===== config.mk =====
export PLATFORM = sky130hd
export DESIGN_NAME = cfgp_top
export DESIGN_NICKNAME = d
export VERILOG_FILES = /design/src/rtl/cfgp_pkg.sv /design/src/rtl/cfgp_regfile.sv /design/src/rtl/cfgp_parser.sv /design/src/rtl/cfgp_top.sv
export SDC_FILE = /design/constraint.sdc
export NUM_CORES = 1
export LEC_CHECK = 0
export BUFFER_PORTS_ARGS = -buffer_cell sky130_fd_sc_hd__buf_2
export CORE_AREA = 8 8 377 269
export DETAILED_ROUTE_END_ITERATION = 10
export DIE_AREA = 0 0 385 277
export SLEW_MARGIN = 5
export SYNTH_ARGS = -nofsm -noshare
export SYNTH_HDL_FRONTEND = slang
export SYNTH_SLANG_ARGS = --single-unit

===== constraint.sdc =====
create_clock -name clk_i -period 4.95 [get_ports clk_i]
set_input_delay 0.99 -clock clk_i [delete_from_list [all_inputs] [get_ports clk_i]]
set_output_delay 0.99 -clock clk_i [all_outputs]
set_load 0.02 [all_outputs]

===== src/rtl/cfgp_pkg.sv =====
package cfgp_pkg;
  typedef enum logic [1:0] {ST_HUNT, ST_HDR, ST_WR, ST_RD} cfgp_state_e;
  localparam logic [31:0] SYNC_WORD   = 32'hAA99_5566;
  localparam logic [31:0] DESYNC_CODE = 32'h0000_000D;
  localparam logic [2:0]  HDR_TYPE1   = 3'b001;
  localparam logic [1:0]  OP_RD       = 2'b01;
  localparam logic [1:0]  OP_WR       = 2'b10;
  localparam int          ADDR_LSB    = 13;
endpackage


===== src/rtl/cfgp_regfile.sv =====
module cfgp_regfile #(
  parameter int          NUM_REGS = 19,
  parameter int          ADDR_W   = 14,
  parameter int          ID_ADDR  = 12,
  parameter logic [31:0] ID_VALUE = 32'h1372_3093
) (
  input  logic              clk_i,
  input  logic              rst_ni,
  input  logic              we_i,
  input  logic [ADDR_W-1:0] waddr_i,
  input  logic [31:0]       wdata_i,
  input  logic [ADDR_W-1:0] raddr_i,
  output logic [31:0]       rdata_o
);
  logic [31:0] reg_v [NUM_REGS];

  for (genvar i = 0; i < NUM_REGS; i++) begin : g_reg
    if (i == ID_ADDR) begin : g_ro
      assign reg_v[i] = ID_VALUE;
    end else begin : g_rw
      logic [31:0] q_r;
      always_ff @(posedge clk_i or negedge rst_ni) begin
        if (!rst_ni) q_r <= '0;
        else if (we_i && waddr_i == ADDR_W'(i)) q_r <= wdata_i;
      end
      assign reg_v[i] = q_r;
    end
  end

  always_comb begin
    rdata_o = '0;
    for (int i = 0; i < NUM_REGS; i++)
      if (raddr_i == ADDR_W'(i)) rdata_o = reg_v[i];
  end
endmodule


===== src/rtl/cfgp_parser.sv =====
module cfgp_parser
  import cfgp_pkg::*;
#(
  parameter int ADDR_W   = 14,
  parameter int WC_W     = 11,
  parameter int CMD_ADDR = 4
) (
  input  logic              clk_i,
  input  logic              rst_ni,
  input  logic [31:0]       in_data_i,
  input  logic              in_valid_i,
  output logic              in_ready_o,
  output logic              out_valid_o,
  input  logic              out_ready_i,
  output logic [ADDR_W-1:0] addr_o,
  output logic              we_o,
  output logic [31:0]       wdata_o
);
  cfgp_state_e       state_q, state_d;
  logic [ADDR_W-1:0] addr_q, addr_d;
  logic [WC_W-1:0]   cnt_q, cnt_d;
  logic              fire, desync;

  logic [2:0]        h_type;
  logic [1:0]        h_op;
  logic [ADDR_W-1:0] h_addr;
  logic [WC_W-1:0]   h_wc;

  assign h_type = in_data_i[31:29];
  assign h_op   = in_data_i[28:27];
  assign h_addr = in_data_i[ADDR_LSB +: ADDR_W];
  assign h_wc   = in_data_i[WC_W-1:0];

  assign in_ready_o  = (state_q != ST_RD);
  assign out_valid_o = (state_q == ST_RD);
  assign fire        = in_valid_i && in_ready_o;
  assign we_o        = fire && (state_q == ST_WR);
  assign wdata_o     = in_data_i;
  assign addr_o      = addr_q;
  assign desync      = we_o && addr_q == ADDR_W'(CMD_ADDR) && in_data_i == DESYNC_CODE;

  always_comb begin
    state_d = state_q;
    addr_d  = addr_q;
    cnt_d   = cnt_q;
    unique case (state_q)
      ST_HUNT: if (fire && in_data_i == SYNC_WORD) state_d = ST_HDR;
      ST_HDR: begin
        if (fire && h_type == HDR_TYPE1 && h_wc != '0) begin
          addr_d = h_addr;
          cnt_d  = h_wc;
          if (h_op == OP_RD)      state_d = ST_RD;
          else if (h_op == OP_WR) state_d = ST_WR;
        end
      end
      ST_WR: begin
        if (fire) begin
          cnt_d = cnt_q - 1'b1;
          if (desync)                 state_d = ST_HUNT;
          else if (cnt_q == WC_W'(1)) state_d = ST_HDR;
        end
      end
      ST_RD: begin
        if (out_ready_i) begin
          cnt_d = cnt_q - 1'b1;
          if (cnt_q == WC_W'(1)) state_d = ST_HDR;
        end
      end
      default: state_d = ST_HUNT;
    endcase
  end

  always_ff @(posedge clk_i or negedge rst_ni) begin
    if (!rst_ni) begin
      state_q <= ST_HUNT;
      addr_q  <= '0;
      cnt_q   <= '0;
    end else begin
      state_q <= state_d;
      addr_q  <= addr_d;
      cnt_q   <= cnt_d;
    end
  end


  sync_lock_chk: assert property (@(posedge clk_i) disable iff (!rst_ni)
    (state_q == ST_HUNT && in_valid_i && in_data_i == SYNC_WORD) |=> state_q == ST_HDR);

  desync_hunt_chk: assert property (@(posedge clk_i) disable iff (!rst_ni)
    (state_q == ST_WR && in_valid_i && addr_q == ADDR_W'(CMD_ADDR) && in_data_i == DESYNC_CODE)
    |=> state_q == ST_HUNT);

  hunt_quiet_chk: assert property (@(posedge clk_i) disable iff (!rst_ni)
    state_q == ST_HUNT |-> !out_valid_o && !we_o);
endmodule


===== src/rtl/cfgp_top.sv =====
module cfgp_top #(
  parameter int          NUM_REGS = 19,
  parameter int          ADDR_W   = 14,
  parameter int          WC_W     = 11,
  parameter int          CMD_ADDR = 4,
  parameter int          ID_ADDR  = 12,
  parameter logic [31:0] ID_VALUE = 32'h1372_3093
) (
  input  logic        clk_i,
  input  logic        rst_ni,
  input  logic [31:0] in_data_i,
  input  logic        in_valid_i,
  output logic        in_ready_o,
  output logic [31:0] out_data_o,
  output logic        out_valid_o,
  input  logic        out_ready_i
);
  logic [ADDR_W-1:0] addr;
  logic              we;
  logic [31:0]       wdata;

  cfgp_parser #(.ADDR_W(ADDR_W), .WC_W(WC_W), .CMD_ADDR(CMD_ADDR)) u_parser (
    .clk_i, .rst_ni, .in_data_i, .in_valid_i, .in_ready_o,
    .out_valid_o, .out_ready_i,
    .addr_o(addr), .we_o(we), .wdata_o(wdata)
  );

  cfgp_regfile #(.NUM_REGS(NUM_REGS), .ADDR_W(ADDR_W), .ID_ADDR(ID_ADDR),
                 .ID_VALUE(ID_VALUE)) u_regs (
    .clk_i, .rst_ni, .we_i(we), .waddr_i(addr), .wdata_i(wdata),
    .raddr_i(addr), .rdata_o(out_data_o)
  );


  out_hold_chk: assert property (@(posedge clk_i) disable iff (!rst_ni)
    (out_valid_o && !out_ready_i) |=> out_valid_o && $stable(out_data_o));

  no_input_in_read_chk: assert property (@(posedge clk_i) disable iff (!rst_ni)
    out_valid_o |-> !in_ready_o);

  id_value_chk: assert property (@(posedge clk_i) disable iff (!rst_ni)
    (out_valid_o && addr == ADDR_W'(ID_ADDR)) |-> out_data_o == ID_VALUE);
endmodule


==> impl_metrics.toml, run 1 <==
[sta]
final.min_clock_period_ps = 4880
worst_slack_ps = 65.6
fmax_mhz = 205
worst_slew_pin_slew_ps = 1240
skew_ps = 14.3
relSlewSlack_pct = 17.4
drv_slew = 0
final-hold-violation-count = 0
setup_viol = 0
final.period_utilization_pct = 98.7

[synthesis]
yosysWarnings = 0
syn_avg_cell_area_sq_um = 12.3
ys.flop_type = "dfrtp_1"
syn_nets = 2341
async_reset_ff_share_pct = 100
ys_ff_latch = 603
ys_types = 80
yosysSeqAreaShare_pct = 53.2
synth_top_area_share_pct = 53.2
synth_area_sq_um = 28300
yosys-top-cells-area = "dfrtp_1, mux2_2, o21ai_0, clkbuf_1, nand2_1"
yosysTopAreaCell = "dfrtp_1"
synth_edf_count = 0
synth_cells = 2302

[cts]
numCtsBuffers = 59
clock_sinks = 603
tritoncts = "done"
root_buffer = "clkbuf_16"
worst_skew_pair.late_latency_ps = 640
clkTransAtPathRegs_ps = 60
htreeDepth = 2
clockBufferDepth = 3
hold_buffers = 0

[pwr]
power_mw = 11.5
ir_drop_uv = 264
p_leak_nw = 15.5
power_density_nw_per_um2 = 347

[worst_setup_path]
crit_required_ps = 3960
crit_type = "reg2out"
cp-end-kind = "primary output"
critical_path.max_stage_delay_ps = 920
critPathLaunchType = "flip-flop"
crit_arrival_ps = 3890
cp_common_cell = "buf_4"
slowest_stage = "nor2_1"
worstPathMaxFanout = 14
crit_chain = "nor4_2 -> buf_4 -> nand4_1 -> buf_4 -> nor2_1 -> buf_4 -> nand2_1 -> a31oi_1 -> a221o_1 -> buf_2"

[grt]
met2_usage_pct = 25.5
antenna_found_initial = 7
grt_remaining_overflow = 0
use_met1_pct = 27.9
grt_pass1_wl_um = 148000
grt_pass1_vias = 20370
grtUsageMet3_pct = 4.97
grt_usage_pct = 18.5
top_usage_layer = "met1"
grt_max_degree = 105

[drt]
drtAntennaViolNets = 0
avgViaCountPerCell = 5.70
wire_per_inst_um = 27.6
routed_wl_um = 102000
vias = 21029
drt-pass1-iter-count = 6
drcViolationCount = 0
dr.first_iter.drc_count = 2887

[place]
dp_hpwl_um = 66900
place_ws_ps = 298
port-buffer-count = 69
gp_congestion = 1.00

[floorplan]
initial_utilization_pct = 29.8
die_w_um = 385
pin_count = 70
die_y_um = 277
die-area_sq_um = 107000
core_area_sq_um = 95200
core.rowCount = 95

[cells_and_area]
layout-drive-gt1-share_pct = 39.8
nFillCells = 9333
syn2layout_area_growth_pct = 16.3
post-route-util_pct = 34.6
nets = 2417

[hold_path]
min_path_type = "in2async"

[flow_run]
cap_viol_max_count = 0

[outcome]
outcome = "complete, no violations"
-- cells in the mapped netlist, types with 19 or more instances --
master,instances
a21oi_1,77
a221o_1,20
a221oi_1,19
a22oi_1,39
buf_2,52
clkbuf_1,134
dfrtp_1,603
mux2_2,572
mux4_2,20
nand2_1,121
nand3_1,23
nand4_1,27
nor2_1,109
nor3_1,20
o21ai_0,134
o221ai_1,32
o22ai_1,35
-- layout by cell type (no fill, tap or decap), types with 9 or more instances in the layout --
cell type / count
dfrtp_1: 600
mux2_2: 572
o21ai_0: 133
buf_4: 132
nand2_1: 118
nor2_1: 101
a21oi_1: 77
buf_2: 68
clkbuf_16: 60
a22oi_1: 39
o22ai_1: 35
o221ai_1: 32
nand4_1: 27
nand3_1: 23
mux4_2: 20
a221o_1: 20
a221oi_1: 18
mux2i_1: 18
clkbuf_8: 17
a211oi_1: 16
inv_1: 15
a31oi_1: 15
buf_12: 15
nor3_1: 14
o211ai_1: 14
nor4_1: 13
o22a_1: 11
a222oi_1: 10
mux2_1: 10
nor3_2: 9
clkinv_2: 9
-- layout make-up --
| class | count | area [sq um] | share of cell area (%) |
|---|---|---|---|
| flip-flops and latches | 603 | 15100 | 45.8 |
| clock inverters | 23 | 275 | 0.835 |
| diodes | 2 | 5.00 | 0.0152 |
| repair buffers | 220 | 1700 | 5.15 |
| inverters | 16 | 60.1 | 0.182 |
| clock buffers | 84 | 1760 | 5.34 |
| well taps | 1261 | 1580 | 4.79 |
| multi-input cells | 1478 | 12500 | 37.9 |
-- what timing repair did --
action / in CTS / in global routing
resized for setup: 9 / 10
setup endpoints to repair: 10 / 5
pin swaps: 3 / 3
setup buffers: 10 / 6
-- layer usage --
metal | vias up | share of wire (%)
met5 | - | 0.020
met4 | 2 | 3.2
met3 | 218 | 10
met2 | 1122 | 41
met1 | 10991 | 46
li1 | 8696 | -
-- cell families (layout without fill, tap and decap cells) --
| group | after synthesis | in the layout | synth area share, % |
|---|---|---|---|
| compound gates | 472 | 472 | 11.2 |
| flops | 603 | 603 | 53.2 |
| xor+xnor | 2 | 2 | 0.0618 |
| buf+inv | 221 | 343 | 3.34 |
| simple gates | 381 | 381 | 6.70 |
| other cells | 0 | 2 | 0 |
| fa+ha+maj | 3 | 3 | 0.132 |
| mux | 620 | 620 | 25.3 |
-- per-stage QoR --
| step | setup TNS (ps) | area (sq um) | cells | hold WS (ps) |
|---|---|---|---|---|
| finish | 0 | 33000 | 3687 | 398 |
| global route | -13.0 | 33000 | 3687 | 485 |
| CTS | 0 | 32900 | 3679 | 468 |
| floorplan | 0 | 28300 | 2302 | 445 |
| detailed placement | 0 | 30700 | 3562 | 466 |
| global placement | -350 | 30700 | 3561 | 458 |
-- sequential cells by signal, indices dropped and copies added (netlist names) --
register and count:
u_regs.g.g_rw.q_r 576, u_parser.addr_o 14, u_parser.cnt_q 11, u_parser.state_q 2
-- worst max-delay path, delay by kind of cell (launching register included) --
family / cells / cell delay (ps)
compound gates: 2 / 510
buf+inv: 4 / 930
flops: 1 / 420
simple gates: 4 / 1370
-- path summary, 6_finish.rpt --
| path | from | endpoint | slack [ps] | cells after the start |
|---|---|---|---|---|
| setup / recovery | u_parser.addr_o[5]$_DFFE_PN0P_ | out_data_o[22] | 70 | 10 |
| hold / removal | rst_ni | u_regs.g_reg[2].g_rw.q_r[1]$_DFFE_PN0P_ | 400 | 1 |
| setup reg to reg | u_parser.addr_o[9]$_DFFE_PN0P_ | u_regs.g_reg[14].g_rw.q_r[6]$_DFFE_PN0P_ | 1150 | 7 |
| hold reg to reg | u_regs.g_reg[13].g_rw.q_r[0]$_DFFE_PN0P_ | u_regs.g_reg[13].g_rw.q_r[0]$_DFFE_PN0P_ | 480 | 2 |
| max in group asynchronous | rst_ni | u_regs.g_reg[2].g_rw.q_r[9]$_DFFE_PN0P_ | 3410 | 2 |
| min in group clk_i | u_regs.g_reg[13].g_rw.q_r[0]$_DFFE_PN0P_ | u_regs.g_reg[13].g_rw.q_r[0]$_DFFE_PN0P_ | 480 | 2 |
-- power by group --
group / switching (mW) / leakage, nW / internal (mW)
sequential: 0.0968 / 8.38 / 5.05
combinational: 1.00 / 6.16 / 0.534
clock: 2.04 / 0.997 / 2.73
Power figures use the tool's default switching activity.
==> run 2: changes to the inputs <==
--- a/config.mk
+++ b/config.mk
@@ -5,10 +5,10 @@
 export SDC_FILE = /design/constraint.sdc
 export NUM_CORES = 1
 export LEC_CHECK = 0
-export BUFFER_PORTS_ARGS = -buffer_cell sky130_fd_sc_hd__buf_2
-export CORE_AREA = 8 8 377 269
+export BUFFER_PORTS_ARGS = -buffer_cell sky130_fd_sc_hd__clkbuf_2
+export CORE_AREA = 8 8 309 221
 export DETAILED_ROUTE_END_ITERATION = 10
-export DIE_AREA = 0 0 385 277
+export DIE_AREA = 0 0 317 229
 export SLEW_MARGIN = 5
 export SYNTH_ARGS = -nofsm -noshare
 export SYNTH_HDL_FRONTEND = slang
==> run 2 against run 1 <==
Compared with the run above: first-iteration DRC count is 4.8% lower; sequential cell count stayed put; clock power is 0.8% lower; critical path depth decreased by 1; register-to-register slack better by 90 ps; hold slack improved by 82 ps; sequential share of layout area up 1.1 points; design area fell by 2.4%; highest routed layer unchanged; cell count is 12% lower; count of clock-buffer cells in the layout shrank 4; largest power group unchanged; core utilization increased by 16 points.
==> impl_metrics.toml, run 2 (synthesis results as in run 1) <==
[outcome]
outcome = "complete, no violations"

[floorplan]
pin_count = 70
die_y_um = 229
core_area_sq_um = 63700
die-area_sq_um = 72600
core.rowCount = 78
die_w_um = 317
initial_utilization_pct = 44.5

[drt]
drcViolationCount = 0
dr.first_iter.drc_count = 2747
avgViaCountPerCell = 6.53
routed_wl_um = 102000
drtAntennaViolNets = 0
wire_per_inst_um = 31.4
vias = 21238
drt-pass1-iter-count = 6

[hold_path]
min_path_type = "reg2reg"
hold_start = "u_regs.g_reg[4].g_rw.q_r[0]$_DFFE_PN0P_"
holdPathStages = 2
hold_path_end = "u_regs.g_reg[4].g_rw.q_r[0]$_DFFE_PN0P_"

[sta]
final.min_clock_period_ps = 4920
fin_setup_tns_ps = 0
drv_slew = 0
relSlewSlack_pct = 9.74
fmax_mhz = 203
skew_ps = 13.0
final-hold-violation-count = 0
worst_slew_pin_slew_ps = 1340
setup_viol = 0
rsz0062_at_grt = "true"
final.period_utilization_pct = 99.5
timing.hold.ws_ps = 480

[cts]
numCtsBuffers = 59
clockBufferDepth = 3
htreeDepth = 2
worst_skew_pair.late_latency_ps = 630
tritoncts = "done"
clock_sinks = 603
clkTransAtPathRegs_ps = 60
root_buffer = "clkbuf_16"

[worst_setup_path]
cp_common_cell = "buf_4"
slowest_stage = "dfrtp_4"
crit_type = "reg2out"
reg2reg_to = "u_regs.g_reg[10].g_rw.q_r[8]$_DFFE_PN0P_"
reg2reg_depth = 7
crit_arrival_ps = 3930
cp_num_buf_inv = 3
critical_path.max_stage_delay_ps = 730
critPathLaunchType = "flip-flop"
regToRegSetupSlack_ps = 1240
worstPathMaxFanout = 29
crit_chain = "buf_4 -> nand2_1 -> nor2_2 -> buf_4 -> a22oi_1 -> nand3_1 -> nor2_1 -> a221oi_1 -> clkbuf_2"
r2r_start = "u_parser.addr_o[5]$_DFFE_PN0P_"
cp-end-kind = "primary output"
crit_required_ps = 3960
worst_path_dominant_cell_family = "buffers and inverters"

[cells_and_area]
top_register = "u_regs.g.g_rw.q_r"
stdcell_count = 3251
nets = 2404
final_common_cell = "dfrtp_1"
largest_reg_flops = 576
final_cell_area_sq_um = 32200
ff_latch_area_sq_um = 15100
layout_common_cells = "dfrtp_1, mux2_2, o21ai_0, buf_4, nand2_1"
nFillCells = 5505
multi_input_area_sq_um = 12500
syn2layout_area_growth_pct = 13.6
layout-drive-gt1-share_pct = 39.0

[grt]
grt_pass1_wl_um = 149000
antenna_found_initial = 4
grt_pass1_vias = 21055
grt_remaining_overflow = 0
grt_max_degree = 116
grt_usage_pct = 27.7

[pwr]
power_density_nw_per_um2 = 353
ir_drop_uv = 260
power_mw = 11.4
p_leak_nw = 15.4

[place]
gp_congestion = 0.953
dp_hpwl_um = 65700
port-buffer-count = 69
placed_area_sq_um = 30100
dp_cells = 3141

[flow_run]
cap_viol_max_count = 0
run 2: cell count changes in the layout (fill, tap and decap cells not counted), moves of 6 or more:
cell,previous run,this run
buf_2,68,0
clkbuf_2,0,68
clkbuf_8,17,6
buf_12,15,9
buf_4,132,126
clkbuf_1,7,13
clkinv_2,9,15
run 2: final cells by class:
class / count / share of cell area (%)
timing repair buffer: 207 / 4.76
clock buffer: 80 / 5.15
tap: 840 / 3.26
sequential: 603 / 46.9
clock inverter: 25 / 1.03
multi-input combinational: 1478 / 38.7
inverter: 16 / 0.187
antenna: 2 / 0.0155
run 2: per-stage QoR:
step	utilization (%)	setup WS [ps]
3_5_place_dp	47.2	468
5_1_grt	50.5	-19.0
4_1_cts	50.4	21.2
6_report	50.5	25.6
3_3_place_gp	47.2	606
2_1_floorplan	-	930
run 2: what timing repair did:
| item | CTS | global route |
|---|---|---|
| hold buffers | 0 | 0 |
| resized for setup | 4 | 10 |
| pin swaps | 0 | 2 |
| endpoints found under the setup margin | 7 | 17 |
| setup buffers | 1 | 2 |
run 2: worst max path at each step:
stage | from | slack [ps] | cells after the start | end
final | u_parser.addr_o[1]$_DFFE_PN0P_ | 30 | 9 | out_data_o[16]
after global routing | u_parser.addr_o[1]$_DFFE_PN0P_ | -20 | 9 | out_data_o[16]
after CTS | u_parser.addr_o[9]$_DFFE_PN0P_ | 20 | 10 | out_data_o[18]
after detailed placement | u_parser.addr_o[5]$_DFFE_PN0P_ | 470 | 8 | out_data_o[18]
after global placement | u_parser.addr_o[1]$_DFFE_PN0P_ | 610 | 6 | out_data_o[8]
after floorplan | u_parser.addr_o[5]$_DFFE_PN0P_ | 930 | 7 | out_data_o[11]
run 2: report_power, final:
group	leakage, nW	switching [mW]	internal [mW]	total (mW)
clock	0.982	1.98	2.75	4.73
sequential	8.38	0.106	5.05	5.16
combinational	6.02	0.962	0.512	1.47
total	15.4	3.05	8.31	11.4
run 2: tightest hold or removal path: stages, from the launching register on:
cell and delay, ps:
dfrtp_1 340, nand2_1 40, o21ai_0 60
run 2: per-layer routing:
layer / wire [um] / vias up / share of wire, % / GRT usage [%]
met5: 41 / - / 0.040 / 0
met4: 3530 / 5 / 3.5 / 9.33
met3: 11400 / 226 / 11 / 8.35
met2: 42800 / 1126 / 42 / 38.8
met1: 44400 / 11211 / 43 / 40.5
li1: - / 8670 / - / -
